## config.mk

```make
export PLATFORM = sky130hd
export DESIGN_NAME = adsr_envelope
export DESIGN_NICKNAME = d
export VERILOG_FILES = /design/src/rtl/adsr_envelope.sv
export SDC_FILE = /design/constraint.sdc
export NUM_CORES = 1
export LEC_CHECK = 0
export BUFFER_PORTS_ARGS = -buffer_cell sky130_fd_sc_hd__buf_2
export CORE_ASPECT_RATIO = 1.1
export CORE_UTILIZATION = 45
export CTS_BUF_LIST = sky130_fd_sc_hd__clkbuf_8
export CTS_CLUSTER_DIAMETER = 60
export CTS_CLUSTER_SIZE = 24
export DETAILED_ROUTE_END_ITERATION = 10
export PLACE_DENSITY_LB_ADDON = 0.1
export SETUP_SLACK_MARGIN = 0.05
export SYNTH_ARGS = -nofsm -noshare
export SYNTH_HDL_FRONTEND = slang
export SYNTH_SLANG_ARGS = --single-unit
export TNS_END_PERCENT = 5
```

## constraint.sdc

```tcl
create_clock -name clk -period 11.5 [get_ports clk]
set_input_delay 0.575 -clock clk [delete_from_list [all_inputs] [get_ports clk]]
set_output_delay 0.575 -clock clk [all_outputs]
set_load 0.02 [all_outputs]
```

## src/rtl/adsr_envelope.sv

```systemverilog
module adsr_envelope #(
  parameter int EW = 11,
  parameter int RBW = 7
) (
  input  logic          clk,
  input  logic          rst_n,
  input  logic          tick,
  input  logic          key_on,
  input  logic          key_off,
  input  logic [7:0]    set_a,
  input  logic [7:0]    set_b,
  input  logic [7:0]    gain_cfg,
  output logic [EW-1:0] env,
  output logic [RBW-1:0] env_rb
);
  localparam int CW = 11;
  localparam logic [EW+1:0] TOP  = (EW+2)'((1 << EW) - 1);
  localparam logic [EW-1:0] BEND = EW'(3 << (EW - 2));

  typedef enum logic [1:0] {ATT, DEC, SUS, REL} phase_t;

  phase_t        ph, nph;
  logic [EW-1:0] nxt;
  logic          pend_on, pend_off;
  logic [CW-1:0] bin;
  logic [1:0]    m3;
  logic [2:0]    m5;

  wire g_on  = pend_on | key_on;
  wire g_off = pend_off | key_off;

  function automatic logic hit(input logic [4:0] r);
    logic [5:0]  kf;
    logic [CW:0] mask;
    case (r)
      5'd1:  kf = {4'd11, 2'd0};
      5'd2:  kf = {4'd9,  2'd1};
      5'd3:  kf = {4'd8,  2'd2};
      5'd4:  kf = {4'd10, 2'd0};
      5'd5:  kf = {4'd8,  2'd1};
      5'd6:  kf = {4'd7,  2'd2};
      5'd7:  kf = {4'd9,  2'd0};
      5'd8:  kf = {4'd7,  2'd1};
      5'd9:  kf = {4'd6,  2'd2};
      5'd10: kf = {4'd8,  2'd0};
      5'd11: kf = {4'd6,  2'd1};
      5'd12: kf = {4'd5,  2'd2};
      5'd13: kf = {4'd7,  2'd0};
      5'd14: kf = {4'd5,  2'd1};
      5'd15: kf = {4'd4,  2'd2};
      5'd16: kf = {4'd6,  2'd0};
      5'd17: kf = {4'd4,  2'd1};
      5'd18: kf = {4'd3,  2'd2};
      5'd19: kf = {4'd5,  2'd0};
      5'd20: kf = {4'd3,  2'd1};
      5'd21: kf = {4'd2,  2'd2};
      5'd22: kf = {4'd4,  2'd0};
      5'd23: kf = {4'd2,  2'd1};
      5'd24: kf = {4'd1,  2'd2};
      5'd25: kf = {4'd3,  2'd0};
      5'd26: kf = {4'd1,  2'd1};
      5'd27: kf = {4'd0,  2'd2};
      5'd28: kf = {4'd2,  2'd0};
      5'd29: kf = {4'd0,  2'd1};
      5'd30: kf = {4'd1,  2'd0};
      default: kf = {4'd0, 2'd0};
    endcase
    mask = (CW+1)'((12'd1 << kf[5:2]) - 12'd1);
    return (r != 5'd0) && (({1'b0, bin} & mask) == '0)
           && (kf[1:0] != 2'd1 || m3 == 2'd0)
           && (kf[1:0] != 2'd2 || m5 == 3'd0);
  endfunction

  function automatic logic [EW-1:0] rise(input logic [EW-1:0] e, input logic [EW+1:0] amt);
    logic [EW+1:0] s;
    s = {2'b00, e} + amt;
    return (s > TOP) ? TOP[EW-1:0] : s[EW-1:0];
  endfunction

  function automatic logic [EW-1:0] fall(input logic [EW-1:0] e, input logic [EW-1:0] amt);
    return (e >= amt) ? e - amt : '0;
  endfunction

  logic [EW-1:0] em1, exp_dn;
  logic [EW+1:0] att_sum;
  logic [4:0]    att_rate;

  assign em1      = env - 1'b1;
  assign exp_dn   = (env == '0) ? '0 : em1 - (em1 >> 8);
  assign att_rate = (set_a[3:0] == 4'hF) ? 5'd31 : {set_a[3:0], 1'b1};
  assign att_sum  = {2'b00, env} + ((set_a[3:0] == 4'hF) ? (EW+2)'(1024) : (EW+2)'(32));
  assign env_rb   = env[EW-1 -: RBW];

  always_comb begin
    nxt = env;
    nph = ph;
    if (g_on) begin
      nxt = '0;
      nph = g_off ? REL : ATT;
    end else if (g_off || ph == REL) begin
      nph = REL;
      nxt = fall(env, EW'(8));
    end else if (set_a[7]) begin
      case (ph)
        ATT: if (hit(att_rate)) begin
          nxt = (att_sum > TOP) ? TOP[EW-1:0] : att_sum[EW-1:0];
          if (att_sum >= TOP) nph = DEC;
        end
        DEC: begin
          if (hit({1'b1, set_a[6:4], 1'b0})) nxt = exp_dn;
          if (nxt[EW-1:EW-3] == set_b[7:5]) nph = SUS;
        end
        default: if (hit(set_b[4:0])) nxt = exp_dn;
      endcase
    end else if (!gain_cfg[7]) begin
      nxt = EW'(gain_cfg[6:0]) << (EW - 7);
    end else if (hit(gain_cfg[4:0])) begin
      case (gain_cfg[6:5])
        2'b00:   nxt = fall(env, EW'(32));
        2'b01:   nxt = exp_dn;
        2'b10:   nxt = rise(env, (EW+2)'(32));
        default: nxt = rise(env, (env < BEND) ? (EW+2)'(32) : (EW+2)'(8));
      endcase
    end
  end

  always_ff @(posedge clk or negedge rst_n) begin
    if (!rst_n) begin
      env      <= '0;
      ph       <= REL;
      pend_on  <= 1'b0;
      pend_off <= 1'b0;
      bin      <= '0;
      m3       <= '0;
      m5       <= '0;
    end else if (tick) begin
      env      <= nxt;
      ph       <= nph;
      pend_on  <= 1'b0;
      pend_off <= 1'b0;
      bin      <= bin + 1'b1;
      m3       <= (m3 == 2'd2) ? 2'd0 : m3 + 2'd1;
      m5       <= (m5 == 3'd4) ? 3'd0 : m5 + 3'd1;
    end else begin
      pend_on  <= g_on;
      pend_off <= g_off;
    end
  end


  env_hold_chk: assert property (@(posedge clk) disable iff (!rst_n)
    !tick |=> $stable(env));


  kon_zero_chk: assert property (@(posedge clk) disable iff (!rst_n)
    (tick && g_on) |=> env == '0);


  both_rel_chk: assert property (@(posedge clk) disable iff (!rst_n)
    (tick && g_on && g_off) |=> ph == REL);


  rel_step_chk: assert property (@(posedge clk) disable iff (!rst_n)
    (tick && ph == REL && !g_on) |=>
      env == (($past(env) >= EW'(8)) ? $past(env) - EW'(8) : '0));


  gain_fixed_chk: assert property (@(posedge clk) disable iff (!rst_n)
    (tick && !g_on && !g_off && ph != REL && !set_a[7] && !gain_cfg[7]) |=>
      env == (EW'($past(gain_cfg[6:0])) << (EW - 7)));


  rate_zero_chk: assert property (@(posedge clk) disable iff (!rst_n)
    (tick && !g_on && !g_off && ph != REL && !set_a[7] && gain_cfg[7] &&
     gain_cfg[4:0] == 5'd0) |=> $stable(env));
endmodule

```

Word-level counts from Yosys, hierarchy flattened
Memory sizes are Yosys's and may differ from the RTL's.
Cells that the tools add are included.
- shift-type cells: 4
- $add $sub $neg: 14
- reductions and logical operators: 39
- muxes and demuxes: 52
- $lt $le $gt $ge: 7
- eq/ne operators: 30
- bitwise operators: 6
- operators by type and width (kind ; number):
    11-bit 2-to-1 mux ; 19
    6-bit 2-to-1 mux ; 17
    11-bit by 12-bit bitwise AND with 12-bit output ; 4
    12-bit zero test ; 4
    6-bit case mux with 8 select lines ; 1
    1-bit by 4-bit << shifter with 12-bit output (first input constant) ; 4
    12-bit by 1-bit subtractor with 12-bit output (second input constant) ; 4
    12-bit by 11-bit > comparator with 1-bit output (second input constant) ; 3
    11-bit case mux with 3 select lines ; 1
    11-bit case mux with 2 select lines ; 1
    2-bit 2-to-1 mux ; 8
    3-bit equality test (second input constant) ; 5
    5-bit nonzero test ; 3
    11-bit by 11-bit adder with 12-bit output ; 1
    11-bit by 6-bit adder with 12-bit output ; 1
    11-bit by 6-bit adder with 12-bit output (second input constant) ; 1
    12-bit by 11-bit greater-or-equal comparator with 1-bit output (second input constant) ; 1
    4-bit != test (second input constant) ; 3
    11-bit by 1-bit adder with 11-bit output (second input constant) ; 1
    11-bit by 4-bit greater-or-equal comparator with 1-bit output (second input constant) ; 1
    11-bit by 6-bit greater-or-equal comparator with 1-bit output (second input constant) ; 1
    1-bit logical AND ; 11
    11-bit zero test ; 1
    11-bit < comparator (second input constant) ; 1
    31 further kinds ; 55
- input bits: 29
- memories kept: 3
- register bits after elaboration: 31
- bits in read-only memories: 576
- memory list (memory ; words ; bits a word ; read ports ; clocked after memory_dff ; wr ports ; line ; text):
    (name not given) ; 32 ; 6 ; 1 ; 0 ; 0 ; 35 ; case (r)
    (name not given) ; 32 ; 6 ; 1 ; 0 ; 0 ; 35 ;
    (name not given) ; 32 ; 6 ; 1 ; 0 ; 0 ; 35 ;

Longest topological paths before layout
Gate-level depths: netlist of the first run.
- depth after elaboration: 23
- gate-level depth with buffers: 20
- mapped depth without buffers: 18

Worst setup path after synthesis of the first run
OpenSTA, ideal clock, no wires.
- kind: input to register
- start: input port gain_cfg[0]
- end: register env[7]
- path slack: 7.166 ns
- stages on the path: 19
- library setup time: 0.125 ns
- arrival: 4.209 ns
- cells stage by stage: inv_1 ha_1 clkbuf_1 or3_1 a21oi_1 o32a_1 and2_1 nand2_1 ha_1 buf_1 a311o_1 a32o_1 nor4_1 o2111ai_1 o21ai_1 nand2_1 or2_1 buf_6 mux2_4
- word-level cells in the longest chain between the ends: 14
- elaborated cells on any way between the ends: 19
- those cells by class: 1 x add/sub; 3 x eq/ne; 1 x shift; 4 x mux; 1 x bitwise; 8 x reduce/logical; 1 x memory
- RTL lines (item ; line ; text):
    start: declaration ; 12 ; input logic [7:0] gain_cfg,
    memory 32 x 6 bit ; - ;
    6-bit 2-to-1 mux ; 115 ; end else if (!gain_cfg[7]) begin
    6-bit 2-to-1 mux ; 103 ; end else if (set_a[7]) begin
    6-bit 2-to-1 mux ; 100 ; end else if (g_off || ph == REL) begin
    6-bit 2-to-1 mux ; 97 ; if (g_on) begin
    1-bit by 4-bit << shifter with 12-bit output ; 68 ; mask = (CW+1)'((12'd1 << kf[5:2]) - 12'd1);
    12-bit by 1-bit subtractor with 12-bit output ; 68 ;
    11-bit by 12-bit bitwise AND with 12-bit output ; 69 ; return (r != 5'd0) && (({1'b0, bin} & mask) == '0)
    12-bit zero test ; 69 ;
    1-bit logical AND ; 69 ;
    1-bit logical AND ; 70 ; && (kf[1:0] != 2'd1 || m3 == 2'd0)
    1-bit logical AND (*) ; 71 ; && (kf[1:0] != 2'd2 || m5 == 3'd0);
    5-bit by 2-bit != test with 1-bit output (no source line) (*) ; - ;
    5-bit AND reduction (no source line) (*) ; - ;
    end signal: assignment ; 137 ; env <= nxt;
    end: declaration ; 13 ; output logic [EW-1:0] env,
Every way passes the cells marked *; elsewhere a longest branch is shown, timed or not. The select of a mux whose other input is x is not followed.
A chain may end at the register's enable or synchronous reset.

Worst setup path in the final report of the first run
- start: register env[4]
- end: register env[5]
- word-level cells in the longest chain between the ends: 12
- elaborated cells on any way between the ends: 35
- those cells by class: 7 x add/sub; 6 x order compare; 21 x mux; 1 x reduce/logical
- RTL lines (item ; line):
    branches (longest 10 deep; another with 11-bit by 6-bit adder with 12-bit output) ; -
    11-bit 2-to-1 mux (*) ; 100
    11-bit 2-to-1 mux (*) ; 97
Every way passes the cells marked *. The select of a mux whose other input is x is not followed.

==> qor.txt, run 1 <==
Final Hold Fails = 0
Synth Register Bits = 31
Number of buffers created by CTS = 5
Worst Hold Class = in2async
Root Driver = clkbuf_8
Post-DR wirelength/cell = 19.77 µm
Final setup viols = 0
Setup ws final = 6.814 ns
Crit path DAT = 4.82 ns
Die width = 111.5 µm
GRT overflow = 0
Cell Int Power = 555.2 µW
Initial cell density of the core = 0.4657
DRC = 6
Pre-CTS setup slack = 6.571 ns
Overall Global Routing Usage = 0.2823
Max-slew headroom at the worst pin = 0.3979
Crit path cell chain = inv_1 -> ha_1 -> or4b_1 -> and2_1 -> a21oi_1 -> xor2_1 -> inv_1 -> ha_1 -> nor2b_1 -> o21ai_0 -> nand3b_1 -> xnor2_1 -> nor2_1 -> o21ai_0 -> a221oi_1 -> a311oi_1 -> o221ai_1
IO Count = 47
Initial DRC Count = 555
Number of synthesized flops with an enable pin = 0
Final Cycle Share = 0.4075
Total number of vias = 6,305
Setup TNS = 0 ns
Layout fillers = 1,259
Register share of total power = 0.191
First-pass GRT wire length = 30,970 µm
ANT cells = 0
CTS resizes = 0
# clock sinks = 31
Power Density = 200.2 nW/µm²
Buf/Inv on CP = 2
Synth unique cells = 88
Final #Nets = 881
Crit-path leading delay family = compound AO/OA/AOI/OAI gates
Die span in y = 122.5 µm
Drt pass-1 iters = 8
Failing checks = design-rule violations
CTS H-tree lvls = 2
CTS max path bufs = 2
Commonest cells in the netlist = 76 x nand2_1, 55 x o21ai_0, 48 x inv_1, 48 x nor2_1, 45 x ha_1
IO buf count = 46
Clk_lat worst skew = 0.28 ns
Slew Limit Fails = 0
Leak = 0.002572 µW
Slowest cell delay on critical path = 0.56 ns
Crit-path slowest cell = a311oi_1
Startpoint types = flip-flop
Synth Instances = 813
Critical path class = reg2reg
CTS Hold Bufs = 0
Max Cap Viol = 0
Routability cong. = 0.9328
ANT nets after route = 0
Worst Max-Slew Pin Slew = 0.8949 ns
Max Clock Freq = 213.4 MHz
Avg Synthesized Cell Area = 7.304 µm²
Detailed placer's ending HPWL = 14,420 µm
CP Capture Type = flip-flop
Period minus WS final = 4.686 ns
Post-synth top area share = 0.1222
Seq/Total Area, Yosys = 0.1311
Clk_skew = 0.007963 ns
Post-synth top area cell = dfrtp_1
Status = complete, but fails checks
RSZ-0062 raised after global routing = false
TritonCTS clock tree = yes
Row count = 43
Die area = 13,660 µm²
Largest cells by area after synthesis = dfrtp_1 12%, ha_1 9.5%, nand2_1 4.8%
Area Overhead vs Synth = 4.340%
Comb power frac = 0.703
Clock-pin slew on the worst setup and hold paths = 0.07 ns
Worst-path maximum fanout = 13
Switch share = 0.5525
Vias/cell = 6.540
Net Sw Power = 685.5 µW
Mapped Area = 5938 µm²
Final WL = 19,060 µm
Layout cells sized above 1 = 0.1128
Most instantiated library cell after synthesis = nand2_1
Setup Buffers After CTS = 0
Highest ir drop seen on vdd = 0.07290 mV
Vias in the first global route = 5,854
CP required = 11.64 ns
Clock share of power = 0.106
Asr flop ratio synth = 1.000
Core area = 12,750 µm²
Ys Warns = 0
Largest net degree at the start of global routing = 32
Dominant synthesized flop cell = dfrtp_1
Initial antenna violation count = 0
==> worst register-to-register path, delay by kind of cell, from the launching register on <==
family	cells	cell delay [ns]
XOR/XNOR	2	0.56
adder cells (fa/ha/maj)	2	0.62
flip-flops	1	0.54
buffers and inverters	2	0.35
AND/OR/NAND/NOR	5	1.02
AO/OA/AOI/OAI	6	1.46
==> power groups by stage <==
stage          registers (µW)  logic [µW]  clock network, µW
3_5_place_dp              237         849                  0
2_1_floorplan             178         677                  0
3_3_place_gp              235         850                  0
6_report                  237         872                131
5_1_grt                   245         948                139
4_1_cts                   235         857                134
==> per-layer routing <==
| metal | wire length, µm | global-route usage |
|---|---|---|
| met5 | 0 | 0 |
| met4 | 569 | 0.1267 |
| met3 | 1222 | 0.03309 |
| met2 | 9032 | 0.4824 |
| met1 | 8229 | 0.3589 |
==> placed cells by master, fill, tap and decap left out, types with 6 or more instances in the layout <==
master	n
a21o_1	8
dfrtp_1	29
nand2_1	76
o22ai_1	11
nor2_1	48
xor2_1	18
buf_2	46
inv_1	48
nor4b_1	6
o221ai_1	10
ha_1	45
xnor2_1	31
a31oi_1	18
a211oi_1	7
nand4_1	6
a21oi_1	37
nor2b_1	18
nand3b_1	11
o21ai_0	55
nand3_1	35
nor3_1	27
or3_1	9
mux2i_1	8
nand2b_1	22
o211ai_1	10
o21a_1	6
mux2_2	8
nor4_1	7
==> metrics by stage <==
stage               power, µW  cell area [µm²]  utilization  hold WS [ns]  std cells
global placement         1085             6060       0.4752        0.5012        956
floorplan               854.7             5942            -        0.2794        814
global route             1331             6196       0.4859        0.4201        964
detailed placement       1086             6060       0.4752        0.5183        956
CTS                      1226             6196       0.4859        0.3819        964
finish                   1241             6196       0.4859        0.3725        964
==> cell families (layout without fill, tap and decap cells) <==
family                     after synthesis  after routing  share of synthesized area
DFF                                     31             31                     0.1311
buffers and inverters                  112            105                    0.08491
adders and majority gates               46             46                    0.09819
xor gates and xnor gates                49             49                    0.07227
and+or+nand+nor                        309            309                     0.2811
AOI/OAI and AO/OA                      246            246                     0.2931
muxes                                   19             19                    0.03877
other                                    1              2                  0.0006315
==> registers in the layout, indices dropped and copies added, names as in the netlist <==
| register | count |
|---|---|
| bin | 11 |
| env | 11 |
| m5 | 3 |
| m3 | 2 |
| ph | 2 |
| pend_off | 1 |
| pend_on | 1 |
==> final timing paths <==
kind | end | cells past startpoint | slack, ns | start
setup / recovery | env[5]$_DFFE_PN0P_ | 17 | 6.81 | env[4]$_DFFE_PN0P_
hold / removal | m5[2]$_DFFE_PN0P_ | 1 | 0.37 | rst_n
setup reg to reg | env[5]$_DFFE_PN0P_ | 17 | 6.81 | env[4]$_DFFE_PN0P_
hold reg to reg | pend_off$_DFF_PN0_ | 2 | 0.53 | pend_off$_DFF_PN0_
max in group asynchronous | env[5]$_DFFE_PN0P_ | 1 | 10.64 | rst_n
min in group clk | pend_off$_DFF_PN0_ | 2 | 0.53 | pend_off$_DFF_PN0_
==> layout make-up <==
cell class                 count  area [µm²]  share of cell area
clock buffer                   5       68.82             0.01111
clock inverter                 3       67.56             0.01090
inverter                      50       187.7             0.03029
multi-input combinational    671        4659              0.7520
sequential                    31       778.2              0.1256
tap                          157       196.4             0.03170
timing repair buffer          47       237.7             0.03837
Note: power is estimated with default switching activity, not from simulation.
==> run 2: changes to the inputs <==
--- a/config.mk
+++ b/config.mk
@@ -5,6 +5,7 @@
 export SDC_FILE = /design/constraint.sdc
 export NUM_CORES = 1
 export LEC_CHECK = 0
+export ABC_AREA = 1
 export BUFFER_PORTS_ARGS = -buffer_cell sky130_fd_sc_hd__buf_2
 export CORE_ASPECT_RATIO = 1.1
 export CORE_UTILIZATION = 45
==> constraint.sdc (replaced) <==
create_clock -name clk -period 4.2 [get_ports clk]
set_input_delay 0.21 -clock clk [delete_from_list [all_inputs] [get_ports clk]]
set_output_delay 0.21 -clock clk [all_outputs]
set_load 0.02 [all_outputs]
==> run 2 against run 1 <==
  * The flow finishes with violations (design-rule violations, negative hold slack)
  * Core utilization rose by 1.1 points
  * Critical path type unchanged
  * Worst setup slack lost 6.3 ns
  * Critical endpoint is now env[8]$_DFFE_PN0P_
  * First-iteration DRC count down 20%
  * Largest power group unchanged
  * Sequential share of layout area is 0.29 points lower
  * Highest routed layer unchanged
==> qor.txt, run 2 <==
Synth unique cells = 48 (-45%)
Die span in y = 122.8 µm (+0.27%)
Row count = 43 (unchanged)
Switch share = 0.5837 (+0.03118)
Asr flop ratio synth = 1.000 (unchanged)
Clk_lat worst skew = 0.30 ns (+0.02 ns)
Final setup viols = 0 (unchanged)
IO buf count = 46 (unchanged)
Reg-to-Reg Start = env[8]$_DFFE_PN0P_
Vias in the first global route = 6,171 (+5.4%)
Hold Slack = -0.02915 ns (-0.4016 ns)
Final Hold Fails = 29 (+29)
Routability cong. = 0.9694 (+3.9%)
Highest ir drop seen on vdd = 0.1708 mV (+130%)
Vias/cell = 5.427 (-17%)
IO Count = 47 (unchanged)
Slew Limit Fails = 0 (unchanged)
Max Clock Freq = 269.5 MHz (+26%)
Multi-input combinational cell area = 4429 µm² (-4.9%)
Xor and xnor area share after synthesis = 0.04254 (-0.02973)
Ys Warns = 0 (unchanged)
Worst Hold Class = in2async
Net Sw Power = 1786 µW (+160%)
Fin area = 6341 µm² (+2.3%)
Die width = 111.8 µm (+0.27%)
Simple-gate area share of the yosys netlist = 0.4828 (+0.2017)
Mapped Area = 5971 µm² (+0.55%)
Layout cells sized above 1 = 0.1021 (-0.01067)
RSZ-0062 raised after global routing = false
Dominant synthesized flop cell = dfrtp_1
Clk_skew = 0.005400 ns (-0.002562 ns)
First-pass GRT wire length = 29,950 µm (-3.3%)
Final #Nets = 1,171 (+33%)
Comb power frac = 0.731 (+0.028)
Drt pass-1 iters = 8 (unchanged)
GRT overflow = 0 (unchanged)
TritonCTS clock tree = yes
Register share of total power = 0.177 (-0.014)
Commonest cells in the netlist = 325 x nand2_1, 136 x nand3_1, 134 x inv_1
Grt met1 use = 0.3327 (-0.02622)
Cell Int Power = 1274 µW (+130%)
Die area = 13,730 µm² (+0.54%)
Most instantiated library cell after synthesis = nand2_1
Mux cell area share after synthesis = 0 (-0.03877)
Post-DR wirelength/cell = 14.34 µm (-27%)
Max Cap Viol = 0 (unchanged)
Placed instance area = 6237 µm² (+2.9%)
ANT cells = 0 (unchanged)
Crit path from = env[8]$_DFFE_PN0P_
Met3 usage = 0.02025 (-0.01284)
M2 GR Usage = 0.4907 (+0.008261)
Commonest cells after routing, fill and taps aside = 325 x nand2_1, 136 x nand3_1, 133 x inv_1
Core area = 12,750 µm² (unchanged)
# clock sinks = 31 (unchanged)
Max-slew headroom at the worst pin = 0.4939 (+0.09600)
CP required = 4.44 ns (-7.20 ns)
Critical path class = reg2reg
Worst Max-Slew Pin Slew = 0.7591 ns (-0.1357 ns)
Largest net degree at the start of global routing = 32 (unchanged)
Post-synth top area share = 0.2043 (+0.08211)
Most common cell after layout, fill and taps aside = nand2_1
Power Density = 482.5 nW/µm² (+140%)
Seq. cell area = 778.2 µm² (unchanged)
Final WL = 17,980 µm (-5.6%)
Clock share of power = 0.093 (-0.013)
Synth Register Bits = 31 (unchanged)
ANT nets after route = 0 (unchanged)
CTS max path bufs = 2 (unchanged)
Root Driver = clkbuf_8
Layout fillers = 1,423 (+13%)
Crit path DAT = 3.95 ns (-0.87 ns)
Leak = 0.003556 µW (+38%)
Final Cycle Share = 0.8834 (+0.4759)
R2R Path End = env[8]$_DFFE_PN0P_
Failing checks = design-rule violations, negative hold slack
Flop2flop setup slack = 0.49 ns (-6.32 ns)
Cell Count Post-Placement = 1,246 (+30%)
Finished Layout Cells = 1,254 (+30%)
Compound-Gate Fraction of Synth Area = 0.1176 (-0.1755)
Worst-path maximum fanout = 16 (+3)
Largest registers = bin: 11 flops, env: 11 flops, m5: 3 flops
CTS Hold Bufs = 0 (unchanged)
GRT busiest layer = met2
Detailed placer's ending HPWL = 14,310 µm (-0.75%)
Post-synth top area cell = nand2_1
Startpoint types = flip-flop
Status = complete, but fails checks
Initial antenna violation count = 0 (unchanged)
Number of synthesized flops with an enable pin = 0 (unchanged)
Area Overhead vs Synth = 6.203%
Synth Instances = 1,069 (+31%)
CTS H-tree lvls = 2 (unchanged)
Overall Global Routing Usage = 0.2718 (-0.01044)
Worst R2R Path Depth = 21 (+4)
CP Capture Type = flip-flop
Initial cell density of the core = 0.4683 (+0.002551)
Clock-pin slew on the worst setup and hold paths = 0.08 ns (about the same)
Capture point of the worst path = env[8]$_DFFE_PN0P_
Number of buffers created by CTS = 5 (unchanged)
Period minus WS final = 3.710 ns (-0.9762 ns)
DRC = 5 (-1)
Avg Synthesized Cell Area = 5.585 µm² (-24%)
Adder-cell share of the synthesized area = 0.09765 (-0.0005350)
Main combinational cell family by area after synthesis = simple AND/OR/NAND/NOR gates
Setup TNS = 0 ns (unchanged)
Largest cells by area after synthesis = nand2_1 20%, dfrtp_1 12%, nand3_1 11%
Total number of vias = 6,806 (+7.9%)
Initial DRC Count = 444 (-20%)
Seq/Total Area, Yosys = 0.1303 (-0.0007141)
[run 2: cell types whose count changed after synthesis, sizes merged, moves of 28 or more]
cell,before,now
inv,49,145
nand2,76,337
nand3,35,142
nand4,6,35
nor2,48,121
xnor2,31,3
[run 2: critical path, stage by stage (launching register included)]
cell and delay (ns):
dfrtp_1 0.79, nor2_1 0.23, nand3_1 0.16, xor2_1 0.21, inv_1 0.11, ha_1 0.32, inv_1 0.08, nor2_1 0.05
nor2_1 0.08, nand3_1 0.10, nor2_1 0.17, nand2_1 0.09, nor2_1 0.17, xor2_1 0.24, nand2_1 0.14, nor2_1 0.23
o21ai_0 0.11, nand2_1 0.06, nand2_1 0.05, nand2_1 0.07, nand4_1 0.09, nand2_1 0.09
[run 2: per-stage QoR]
step	utilization	hold WS (ns)	worst slack [ns]	total power (µW)
floorplan	-	-0.08559	0.8287	2162
global placement	0.4892	0.3189	0.5665	2749
detailed placement	0.4892	0.3299	0.4567	2733
CTS	0.4973	0.001179	0.4007	3033
global route	0.4973	0.03025	0.09305	3378
finish	0.4973	-0.02915	0.4898	3060
[run 2: final cells by class]
| cell class | instances | share of cell area |
|---|---|---|
| sequential | 31 | 0.1227 |
| clock buffer | 7 | 0.01519 |
| tap | 157 | 0.03098 |
| timing repair buffer | 52 | 0.04341 |
| inverter | 148 | 0.08800 |
| multi-input combinational | 858 | 0.6985 |
| clock inverter | 1 | 0.001184 |
[run 2: cell families (layout without fill, tap and decap cells)]
logic type | count (synthesis) | in the layout
compound gates | 126 | 126
xor+xnor | 29 | 29
fa+ha+maj | 46 | 46
buf+inv | 181 | 208
flops | 31 | 31
other cells | 1 | 2
simple gates | 655 | 655
[run 2: layer usage]
metal	wire length (µm)	part of all wire	up-vias
met5	0	0	-
met4	703	0.039	0
met3	854	0.047	48
met2	8558	0.48	208
met1	7863	0.44	3036
li1	-	-	3514
[run 2: repair_timing]
action / 4_1_cts / 5_1_grt
buffers inserted: 0 / 0
setup endpoints to repair: 0 / 3
gates resized for setup: 0 / 2
[run 2: power by group through the flow]
| stage | clock [µW] | sequential [µW] | combinational [µW] |
|---|---|---|---|
| 2_1_floorplan | 0 | 493 | 1670 |
| 3_3_place_gp | 0 | 537 | 2210 |
| 3_5_place_dp | 0 | 541 | 2190 |
| 4_1_cts | 287 | 536 | 2210 |
| 5_1_grt | 296 | 554 | 2530 |
| 6_report | 283 | 541 | 2240 |
[run 2: how the worst min path moves through the flow]
stage,cells past startpoint,to
6_report,1,env[0]$_DFFE_PN0P_
5_1_grt,1,env[2]$_DFFE_PN0P_
4_1_cts,1,env[1]$_DFFE_PN0P_
3_5_place_dp,1,env[1]$_DFFE_PN0P_
3_3_place_gp,1,env[1]$_DFFE_PN0P_
2_1_floorplan,0,bin[0]$_DFFE_PN0P_
==> run 3: changes to the inputs <==
==> constraint.sdc (replaced) <==
create_clock -name clk -period 3.1 [get_ports clk]
set_input_delay 0.155 -clock clk [delete_from_list [all_inputs] [get_ports clk]]
set_output_delay 0.155 -clock clk [all_outputs]
set_load 0.02 [all_outputs]
==> run 3 against run 2 <==
  * The flow finishes with violations (design-rule violations, negative setup slack)
  * Critical path type unchanged
  * Routed wire length is 11% higher
  * Largest power group unchanged
  * Maximum frequency is 18% higher
  * Total power is 87% higher
  * Clock skew is 0.0058 ns higher
  * First-iteration DRC count is 5.6% higher
  * Worst hold slack better by 0.13 ns
  * Clock power is 38% higher
==> qor.txt, run 3 (same netlist as run 2, synthesis figures left out) <==
Final WL = 19,890 µm (+11%)
Initial antenna violation count = 0 (unchanged)
Register share of total power = 0.121 (-0.056)
Period minus WS final = 3.154 ns (-0.5557 ns)
Number of buffers created by CTS = 5 (unchanged)
Placed instance area = 6967 µm² (+12%)
Cell Count Post-Placement = 1,334 (+7.1%)
Initial cell density of the core = 0.4683 (unchanged)
Row count = 43 (unchanged)
Critical path class = reg2reg
IO Count = 47 (unchanged)
Die width = 111.8 µm (unchanged)
Vias in the first global route = 6,639 (+7.6%)
Overall Global Routing Usage = 0.2897 (+0.01792)
CP required = 3.34 ns (-1.10 ns)
Die span in y = 122.8 µm (unchanged)
Clk_lat worst skew = 0.31 ns (about the same)
Net Sw Power = 2975 µW (+67%)
Largest net degree at the start of global routing = 32 (unchanged)
Commonest cells after routing, fill and taps aside = 316 x nand2_1, 130 x nand3_1, 123 x buf_4
RSZ-0062 raised after global routing = true
IO buf count = 46 (unchanged)
Crit-path slowest cell = dfrtp_2
ANT cells = 0 (unchanged)
CTS H-tree lvls = 2 (unchanged)
Crit path DAT = 3.39 ns (-0.56 ns)
DRC = 2 (-3)
Detailed placer's ending HPWL = 15,560 µm (+8.7%)
Setup ws final = -0.05449 ns (-0.5443 ns)
Root Driver = clkbuf_8
CP Capture Type = flip-flop
Clock-pin slew on the worst setup and hold paths = 0.08 ns (about the same)
GRT overflow = 0 (unchanged)
First-pass GRT wire length = 31,790 µm (+6.2%)
Pre-CTS setup slack = -0.1336 ns (-0.5902 ns)
Clock share of power = 0.068 (-0.025)
Comb power frac = 0.811 (+0.080)
Slew Limit Fails = 0 (unchanged)
Status = complete, but fails checks
Final Hold Fails = 0 (-100%)
Power Density = 763.5 nW/µm² (+58%)
Initial DRC Count = 469 (+5.6%)
Max-slew headroom at the worst pin = 0.4765 (-0.01742)
Buf/Inv on CP = 5 (+3)
Max Cap Viol = 0 (unchanged)
Crit path cell chain = inv_2 -> ha_4 -> nand2_2 -> inv_2 -> nand3_2 -> nand2_2 -> inv_2 -> ha_4 -> fa_2 -> nor2_2 -> nor2_1 -> nand3_1 -> nor2_2 -> buf_4 -> a21oi_2 -> o21ai_1 -> buf_4 -> o211ai_1 -> nand2_1 -> o21ai_1 -> nand2_1 -> nand2_1 -> nand4_1 -> nand2_1
Final setup viols = 2 (+2)
Max Clock Freq = 317.0 MHz (+18%)
Worst path most repeated cell = nand2_1
Worst-path maximum fanout = 4 (-12)
Clk_skew = 0.01117 ns (+0.005772 ns)
Crit-path leading delay family = simple AND/OR/NAND/NOR gates
Largest registers = bin: 11 flops, env: 11 flops, m5: 3 flops
CTS max path bufs = 2 (unchanged)
Seq. cell area = 784.5 µm² (+0.80%)
# clock sinks = 31 (unchanged)
Layout cells sized above 1 = 0.2403 (+0.1382)
Area Overhead vs Synth = 25.34%
Startpoint types = flip-flop
Drt pass-1 iters = 10 (+2)
Post-DR wirelength/cell = 14.50 µm (+1.1%)
Fin area = 7483 µm² (+18%)
Switch share = 0.5206 (-0.06307)
Leak = 0.004137 µW (+16%)
Final #Nets = 1,289 (+10%)
Finished Layout Cells = 1,372 (+9.4%)
Multi-input combinational cell area = 4667 µm² (+5.4%)
Vias/cell = 5.284 (-2.6%)
Slowest cell delay on critical path = 0.41 ns (-0.38 ns)
Worst Max-Slew Pin Slew = 0.7853 ns (+0.02614 ns)
Cell Int Power = 2739 µW (+120%)
Routability cong. = 1.013 (+4.5%)
Failing checks = design-rule violations, negative setup slack
Highest ir drop seen on vdd = 0.3568 mV (+110%)
Total number of vias = 7,250 (+6.5%)
TritonCTS clock tree = yes
Core area = 12,750 µm² (unchanged)
Worst Hold Class = in2reg
Final Cycle Share = 1.018 (+0.1342)
Die area = 13,730 µm² (unchanged)
Layout fillers = 1,303 (-8.4%)
ANT nets after route = 0 (unchanged)
Most common cell after layout, fill and taps aside = nand2_1
-- run 3: cell types whose count changed in the layout (fill, tap and decap cells not counted), sizes merged --
cell,before,now
clkinv,3,4
inv,145,144
dlygate4sd3,0,1
buf,52,169
-- run 3: per-layer routing --
| metal | track usage | wire, µm | vias up |
|---|---|---|---|
| li1 | - | - | 3744 |
| met1 | 0.3389 | 8440 | 3252 |
| met2 | 0.5427 | 9977 | 199 |
| met3 | 0.02025 | 683 | 55 |
| met4 | 0.1292 | 790 | 0 |
| met5 | 0 | 0 | - |
-- run 3: tightest hold or removal path, cell delays in order --
cell	delay, ns
buf_2	0.08
nor2_1	0.06
nor2_1	0.08
-- run 3: timing repair --
item / CTS / global route
hold buffers: 1 / 0
endpoints found under the hold margin: 29 / 0
setup endpoints to repair: 10 / 10
setup buffers: 20 / 9
pin swaps: 23 / 36
resized for setup: 21 / 40
-- run 3: power by group through the flow --
stage / combinational, µW / clock [µW] / sequential (µW)
6_report: 4630 / 391 / 689
5_1_grt: 5030 / 413 / 704
4_1_cts: 4180 / 398 / 684
3_5_place_dp: 3680 / 0 / 687
3_3_place_gp: 3680 / 0 / 685
2_1_floorplan: 2360 / 0 / 676
-- run 3: final timing paths --
check                              startpoint                 end  slack [ns]  cells after the start
setup / recovery           env[0]$_DFFE_PN0P_  env[6]$_DFFE_PN0P_       -0.05                     24
hold / removal                         key_on   pend_on$_DFF_PN0_         0.1                      3
setup reg to reg           env[0]$_DFFE_PN0P_  env[6]$_DFFE_PN0P_       -0.05                     24
hold reg to reg             ph[0]$_DFFE_PN1P_   ph[0]$_DFFE_PN1P_        0.49                      2
max in group asynchronous               rst_n  env[5]$_DFFE_PN0P_        2.09                      2
min in group asynchronous               rst_n  env[1]$_DFFE_PN0P_        0.46                      2
-- run 3: final cells by class --
type	count	share of cell area
Tap cell	157	0.02625
Inverter	148	0.07591
Clock buffer	7	0.01287
Timing Repair Buffer	170	0.1555
Sequential cell	31	0.1048
Multi-Input combinational cell	858	0.6236
Clock inverter	1	0.001003
-- run 3: through the flow --
| stage | utilization | power (µW) | hold WS, ns | setup TNS (ns) |
|---|---|---|---|---|
| after floorplan | - | 3040 | -0.1406 | 0 |
| after global placement | 0.5464 | 4360 | 0.2727 | -0.2308 |
| after detailed placement | 0.5464 | 4365 | 0.2828 | -0.4318 |
| after CTS | 0.5713 | 5265 | 0.09617 | 0 |
| after global routing | 0.5869 | 6144 | 0.1242 | -1.863 |
| final | 0.5869 | 5714 | 0.09994 | -0.06277 |
